===== config.mk =====
export PLATFORM = sky130hd
export DESIGN_NAME = cfg_access_router
export DESIGN_NICKNAME = d
export VERILOG_FILES = /design/src/rtl/cfgr_pkg.sv /design/src/rtl/cfgr_bus_select.sv /design/src/rtl/cfgr_slot_decode.sv /design/src/rtl/cfgr_bridge_bank.sv /design/src/rtl/cfg_access_router.sv
export SDC_FILE = /design/constraint.sdc
export NUM_CORES = 1
export LEC_CHECK = 0
export ABC_AREA = 1
export BUFFER_PORTS_ARGS = -buffer_cell sky130_fd_sc_hd__buf_2
export CAP_MARGIN = 20
export CORE_AREA = 4 4 206 208
export CTS_CLUSTER_DIAMETER = 80
export DETAILED_ROUTE_END_ITERATION = 16
export DIE_AREA = 0 0 210 212
export SLEW_MARGIN = 10
export SYNTH_ARGS = -nofsm -noshare
export SYNTH_HDL_FRONTEND = slang
export SYNTH_SLANG_ARGS = --single-unit

===== constraint.sdc =====
create_clock -name clk -period 2.27 [get_ports clk]
set_input_delay 0.1135 -clock clk [delete_from_list [all_inputs] [get_ports clk]]
set_output_delay 0.1135 -clock clk [all_outputs]
set_load 0.02 [all_outputs]

===== src/rtl/cfgr_pkg.sv =====
package cfgr_pkg;

  typedef struct packed {
    logic [7:0] bus;
    logic [7:0] devfn;
    logic [7:0] off;
  } cfg_addr_t;

  // size code 0/1/2 -> 1/2/4 bytes; code 3 treated as 4 bytes
  function automatic logic [31:0] width_mask(input logic [1:0] sz);
    case (sz)
      2'd0:    width_mask = 32'h0000_00FF;
      2'd1:    width_mask = 32'h0000_FFFF;
      default: width_mask = 32'hFFFF_FFFF;
    endcase
  endfunction

endpackage


===== src/rtl/cfgr_bus_select.sv =====
module cfgr_bus_select #(
  parameter int NUM_SEC = 2,
  localparam int BIDX_W = $clog2(NUM_SEC + 1)
) (
  input  logic [7:0]           req_bus,
  input  logic [NUM_SEC*8-1:0] sec_num,
  output logic                 bus_hit,
  output logic [BIDX_W-1:0]    bus_idx
);

  logic [NUM_SEC:1] match;

  for (genvar j = 1; j <= NUM_SEC; j++) begin : g_match
    assign match[j] = (sec_num[(j-1)*8 +: 8] == req_bus);
  end

  // lowest index wins: scan downward, primary overrides last
  always_comb begin
    bus_hit = 1'b0;
    bus_idx = '0;
    for (int i = NUM_SEC; i >= 1; i--) begin
      if (match[i]) begin
        bus_hit = 1'b1;
        bus_idx = BIDX_W'(i);
      end
    end
    if (req_bus == 8'h00) begin
      bus_hit = 1'b1;
      bus_idx = '0;
    end
  end

endmodule


===== src/rtl/cfgr_slot_decode.sv =====
module cfgr_slot_decode #(
  parameter int SLOTS     = 4,
  parameter int NUM_SEC   = 2,
  parameter int DEVFN_MIN = 8,
  localparam int SLOT_W   = (SLOTS > 1) ? $clog2(SLOTS) : 1,
  localparam int BR_W     = (NUM_SEC > 1) ? $clog2(NUM_SEC) : 1
) (
  input  logic [7:0]        devfn,
  input  logic              on_primary,
  output logic              fn_hit,
  output logic [SLOT_W-1:0] fn_slot,
  output logic              br_hit,
  output logic [BR_W-1:0]   br_idx
);

  localparam logic [4:0] FN_END = 5'(SLOTS);
  localparam logic [4:0] BR_END = 5'(SLOTS + NUM_SEC);

  logic [8:0] delta;
  logic       aligned;
  logic [4:0] slot_num;

  assign delta    = {1'b0, devfn} - 9'(DEVFN_MIN);
  assign aligned  = !delta[8] && (delta[2:0] == 3'd0);
  assign slot_num = delta[7:3];

  assign fn_hit  = aligned && (slot_num < FN_END);
  assign fn_slot = SLOT_W'(slot_num);
  assign br_hit  = on_primary && aligned && (slot_num >= FN_END) && (slot_num < BR_END);
  assign br_idx  = BR_W'(slot_num - FN_END);

endmodule


===== src/rtl/cfgr_bridge_bank.sv =====
module cfgr_bridge_bank
  import cfgr_pkg::*;
#(
  parameter int          NUM_SEC   = 2,
  parameter logic [31:0] BRIDGE_ID = 32'h0A5C_7E11,
  localparam int         BR_W      = (NUM_SEC > 1) ? $clog2(NUM_SEC) : 1
) (
  input  logic                 clk,
  input  logic                 rst_n,
  input  logic                 wr_en,
  input  logic [BR_W-1:0]      idx,
  input  logic [7:0]           off,
  input  logic [1:0]           size,
  input  logic [31:0]          wdata,
  output logic [31:0]          rd_data,
  output logic [NUM_SEC*8-1:0] sec_num
);

  logic [7:0] num_q [NUM_SEC];

  for (genvar j = 0; j < NUM_SEC; j++) begin : g_br
    always_ff @(posedge clk or negedge rst_n) begin
      if (!rst_n) begin
        num_q[j] <= 8'h00;
      end else if (wr_en && (idx == BR_W'(j))) begin
        if (off == 8'h19)
          num_q[j] <= wdata[7:0];
        else if ((off == 8'h18) && (size != 2'd0))
          num_q[j] <= wdata[15:8];
      end
    end
    assign sec_num[j*8 +: 8] = num_q[j];
  end

  function automatic logic [7:0] hdr_byte(input logic [7:0] a, input logic [7:0] num);
    case (a)
      8'h00:   hdr_byte = BRIDGE_ID[7:0];
      8'h01:   hdr_byte = BRIDGE_ID[15:8];
      8'h02:   hdr_byte = BRIDGE_ID[23:16];
      8'h03:   hdr_byte = BRIDGE_ID[31:24];
      8'h0A:   hdr_byte = 8'h04;
      8'h0B:   hdr_byte = 8'h06;
      8'h0E:   hdr_byte = 8'h81;
      8'h19:   hdr_byte = num;
      default: hdr_byte = 8'h00;
    endcase
  endfunction

  logic [7:0]  sel_num;
  logic [31:0] word;

  always_comb begin
    sel_num = num_q[idx];
    for (int b = 0; b < 4; b++)
      word[b*8 +: 8] = hdr_byte(off + 8'(b), sel_num);
    rd_data = word & width_mask(size);
  end

endmodule


===== src/rtl/cfg_access_router.sv =====
module cfg_access_router
  import cfgr_pkg::*;
#(
  parameter int          NUM_SEC   = 2,
  parameter int          SLOTS     = 4,
  parameter int          DEVFN_MIN = 8,
  parameter logic [31:0] BRIDGE_ID = 32'h0A5C_7E11,
  localparam int         NTGT      = (1 + NUM_SEC) * SLOTS
) (
  input  logic              clk,
  input  logic              rst_n,
  input  logic              req_valid,
  output logic              req_ready,
  input  logic [23:0]       req_addr,
  input  logic              req_we,
  input  logic [1:0]        req_size,
  input  logic [31:0]       req_wdata,
  output logic              rsp_valid,
  input  logic              rsp_ready,
  output logic [31:0]       rsp_rdata,
  output logic              rsp_abort,
  output logic [NTGT-1:0]   fn_sel,
  output logic              fn_we,
  output logic [7:0]        fn_off,
  output logic [1:0]        fn_size,
  output logic [31:0]       fn_wdata,
  input  logic [NTGT*32-1:0] fn_rdata
);

  localparam int BIDX_W = $clog2(NUM_SEC + 1);
  localparam int SLOT_W = (SLOTS > 1) ? $clog2(SLOTS) : 1;
  localparam int BR_W   = (NUM_SEC > 1) ? $clog2(NUM_SEC) : 1;
  localparam int TW     = (NTGT > 1) ? $clog2(NTGT) : 1;

  cfg_addr_t a;
  assign a = req_addr;

  logic                 accept;
  logic                 bus_hit, fn_hit, br_hit, on_primary, hit;
  logic [BIDX_W-1:0]    bus_idx;
  logic [SLOT_W-1:0]    fn_slot;
  logic [BR_W-1:0]      br_idx;
  logic [NUM_SEC*8-1:0] sec_num;
  logic [31:0]          br_rd, fn_word, mask, rsp_d;
  logic [TW-1:0]        tgt;
  logic                 br_wr;

  assign req_ready = !rsp_valid || rsp_ready;
  assign accept    = req_valid && req_ready;

  cfgr_bus_select #(.NUM_SEC(NUM_SEC)) bus_sel_i (
    .req_bus (a.bus),
    .sec_num (sec_num),
    .bus_hit (bus_hit),
    .bus_idx (bus_idx)
  );

  assign on_primary = bus_hit && (bus_idx == '0);

  cfgr_slot_decode #(.SLOTS(SLOTS), .NUM_SEC(NUM_SEC), .DEVFN_MIN(DEVFN_MIN)) slot_i (
    .devfn      (a.devfn),
    .on_primary (on_primary),
    .fn_hit     (fn_hit),
    .fn_slot    (fn_slot),
    .br_hit     (br_hit),
    .br_idx     (br_idx)
  );

  assign hit   = bus_hit && (fn_hit || br_hit);
  assign br_wr = accept && req_we && br_hit;

  cfgr_bridge_bank #(.NUM_SEC(NUM_SEC), .BRIDGE_ID(BRIDGE_ID)) bridge_i (
    .clk     (clk),
    .rst_n   (rst_n),
    .wr_en   (br_wr),
    .idx     (br_idx),
    .off     (a.off),
    .size    (req_size),
    .wdata   (req_wdata),
    .rd_data (br_rd),
    .sec_num (sec_num)
  );

  // function port side
  assign tgt      = TW'(int'(bus_idx) * SLOTS + int'(fn_slot));
  assign fn_sel   = (accept && bus_hit && fn_hit) ? ({{(NTGT-1){1'b0}}, 1'b1} << tgt) : '0;
  assign fn_we    = req_we;
  assign fn_off   = a.off;
  assign fn_size  = req_size;
  assign fn_wdata = req_wdata;
  assign fn_word  = fn_rdata[int'(tgt)*32 +: 32];
  assign mask     = width_mask(req_size);

  always_comb begin
    if (!hit)
      rsp_d = req_we ? 32'h0 : mask;
    else if (req_we)
      rsp_d = 32'h0;
    else if (fn_hit)
      rsp_d = fn_word & mask;
    else
      rsp_d = br_rd;
  end

  always_ff @(posedge clk or negedge rst_n) begin
    if (!rst_n) begin
      rsp_valid <= 1'b0;
      rsp_rdata <= '0;
      rsp_abort <= 1'b0;
    end else if (accept) begin
      rsp_valid <= 1'b1;
      rsp_rdata <= rsp_d;
      rsp_abort <= !hit;
    end else if (rsp_ready) begin
      rsp_valid <= 1'b0;
    end
  end

endmodule


==> run metrics <==
Initial Util=between 20% and 30%; hold crit path type=primary input to register; status=completed; final core occ=between 20% and 30%; CTS tree=yes; cells taking the most area after synthesis=nand2_1 (24%), dfrtp_1 (15%), nand3_1 (10%), nor2_1 (9.6%), a21oi_1 (6.3%); most common cell in the netlist=nand2_1; peak per-stage delay on the critical path=slightly below 0.4 ns; top cell type by total area after synthesis=nand2_1; crit path time final=2.22 ns; number of synthesized register bits=50; # port buffers=~500; maximum vdd drop=approximately 270 uV; pwr dens=352 nW/um2; Post-Syn Area=8390 um2; CP max stage cell=dfrtp_1; Slew headroom=a little under 40%; clk_lat worst skew=a little over 0.3 ns; crit path kind=register to primary output; layout cell share with drive strength beyond 1=32.2%; critical path data required time=~2.2 ns; Worst-path clk slew=approximately 0.080 ns; Post-synth top cells=nand2_1 (542), nor2_1 (214), nand3_1 (170), a21oi_1 (105), inv_1 (91); Seq/Total Area, Yosys=14.9%; RSZ-0062 raised after global routing=true; area added between synthesis and finish=42.4%; row cnt=74; Top delay family on crit path=simple AND/OR/NAND/NOR gates; Max Cap Violations=0; Max FO, Critical Path=4; Iteration-0 DRC Markers=between 1000 and 1500; final slew viol count=0; worst path bufs/invs=3; vias in the first global route=~12000; placer congestion estimate=just under 1; Main synth FF type=dfrtp_1; total grt overflow=0; maximum level of the CTS H-tree=2; Final Hold Vio Count=0; largest net degree at the start of global routing=124; gr usage total=a little over a fifth; syn nets=2041; CTS Buffer Depth=2; drt total wl=around 50 mm; CTS root buffer=clkbuf_16; drc violations=0; syn avg cell area=~5.3 um2; setup tns final=0 ns; die width=roughly 210 um; Pwr Total=~4.2 mW; LEAKAGE=6.32 nW; top cell type's share of synthesized area=between 20 and 25%; Worst setup SP type=register; Layout Skew=between 0.01 and 0.015 ns; Yosys cell types=40; Tcrit/Tclk final=a little under 100%; Worst setup EP type=primary output; vias per inst=about 4.8; antenna violations before repair=3; Fmax achieved=450 MHz; Clock Sinks=50; via count=12400; Syn. warnings=0; Routed Antenna Nets=0; Finish-stage setup viols=0; Pre-Repair DR Iteration Count=7; Ports=between 500 and 600; WL per Instance=19.6 um; CP Cell Sequence=inv_2 -> nand2_1 -> nand2_1 -> nor2_2 -> nand2_2 -> nor2_4 -> buf_6 -> nand3b_4 -> nand2_4 -> nor2_4 -> nand2_2 -> nor2_1 -> buf_4; Die H=about 210 um; Inserted Clock Buffers=5; core area=~41000 um2; ys async rst share=between 90% and 100%; HPWL after DPL=approximately 42 mm; Synth Instances=between 1500 and 2000; fin nets=between 2000 and 2500; DIE AREA=44500 um2; Post-synth EDFFs=0; Crit path arrival time=2.11 ns; worst-margin pin slew=0.911 ns; first-pass GRT wire length=between 70 and 80 mm
==> timing repair <==
item,4_1_cts,5_1_grt
setup buffers,3,5
hold endpoints to repair,50,0
hold buffers,1,0
setup endpoints to repair,12,14
resized for setup,8,40
pin swaps,3,6
==> logic make-up (layout without fill, tap and decap cells) <==
family                     count (synthesis)  in the layout  synth area share, %
and+or+nand+nor                         1008           1008                 50.7
DFF                                       50             50                 14.9
adders and majority gates                  7              7                 1.04
other                                      0              2                    0
AOI/OAI and AO/OA                        261            261                 17.9
muxes                                      8              8                0.954
xor gates and xnor gates                   5              5                0.522
buffers and inverters                    248            697                 14.0
==> report_power, final <==
group          switching (mW)  internal [mW]
Clock                   0.391          0.523
Sequential             0.0851          0.976
Combinational            1.41          0.827
Total                    1.88           2.33
==> layer usage <==
layer / vias to the layer above / global-route usage, % / routed length (um)
met5: - / 0 / 14
met4: 4 / 4.30 / 1060
met3: 49 / 2.36 / 3160
met2: 561 / 38.2 / 25200
met1: 5711 / 27.1 / 20900
li1: 6079 / - / -
==> flip-flops by register name (all words and copies together) (netlist names) <==
name              flops
bridge_i.sec_num     16
rsp_abort             1
rsp_rdata            32
rsp_valid             1
==> worst register-to-register path, cell delays in order, from the launching register on <==
cell and delay (ns):
dfrtp_1 0.39, inv_2 0.05, nand2_1 0.05, nand2_1 0.06, nor2_2 0.13, nand2_2 0.08, nor2_4 0.17, buf_4 0.14
buf_4 0.12, nand3_4 0.09, buf_8 0.17, inv_2 0.19, nand3_1 0.13, a21oi_1 0.14, o21ai_0 0.10
==> cell type report <==
cell class | count | area [um2]
Clock buffer | 6 | 129
Sequential cell | 50 | 1250
Timing Repair Buffer | 590 | 3400
Antenna cell | 2 | 5.00
Multi-Input combinational cell | 1289 | 6080
Inverter | 99 | 378
Tap cell | 532 | 666
Fill cell | 4627 | 28600
Clock inverter | 2 | 37.5
==> metrics by stage <==
stage	worst slack, ns	instances	hold WS [ns]	area, um2
final	0.0480	2570	0.0959	12000
after global placement	0.0333	2551	0.227	11600
after global routing	-0.0739	2569	0.118	11900
after detailed placement	0.0391	2551	0.227	11600
after CTS	0.00888	2563	0.0925	11800
after floorplan	-0.0449	1587	-0.182	8390
==> final timing paths <==
kind,slack (ns),cells past startpoint,start,end
max,0.05,13,bridge_i.sec_num[15],fn_sel[6]
min in group asynchronous,0.46,3,rst_n,rsp_valid
max in group asynchronous,1.30,3,rst_n,bridge_i.sec_num[0]
min reg2reg,0.49,2,rsp_rdata[7],rsp_rdata[7]
min,0.1,4,rsp_ready,rsp_valid
max reg2reg,0.13,14,bridge_i.sec_num[15],rsp_rdata[23]
==> cells in the final DEF, fill, tap and decap left out, types with 10 or more instances in the layout <==
master,count
buf_12,13
nor2_2,15
a22oi_1,25
o21ai_0,66
buf_2,491
nand2_2,10
nand4_1,51
nand3_1,169
o21ai_1,17
inv_1,88
o22ai_1,19
buf_4,77
nor2_1,203
dfrtp_1,50
nand2_1,533
a21oi_1,105
Power figures use the tool's default switching activity.
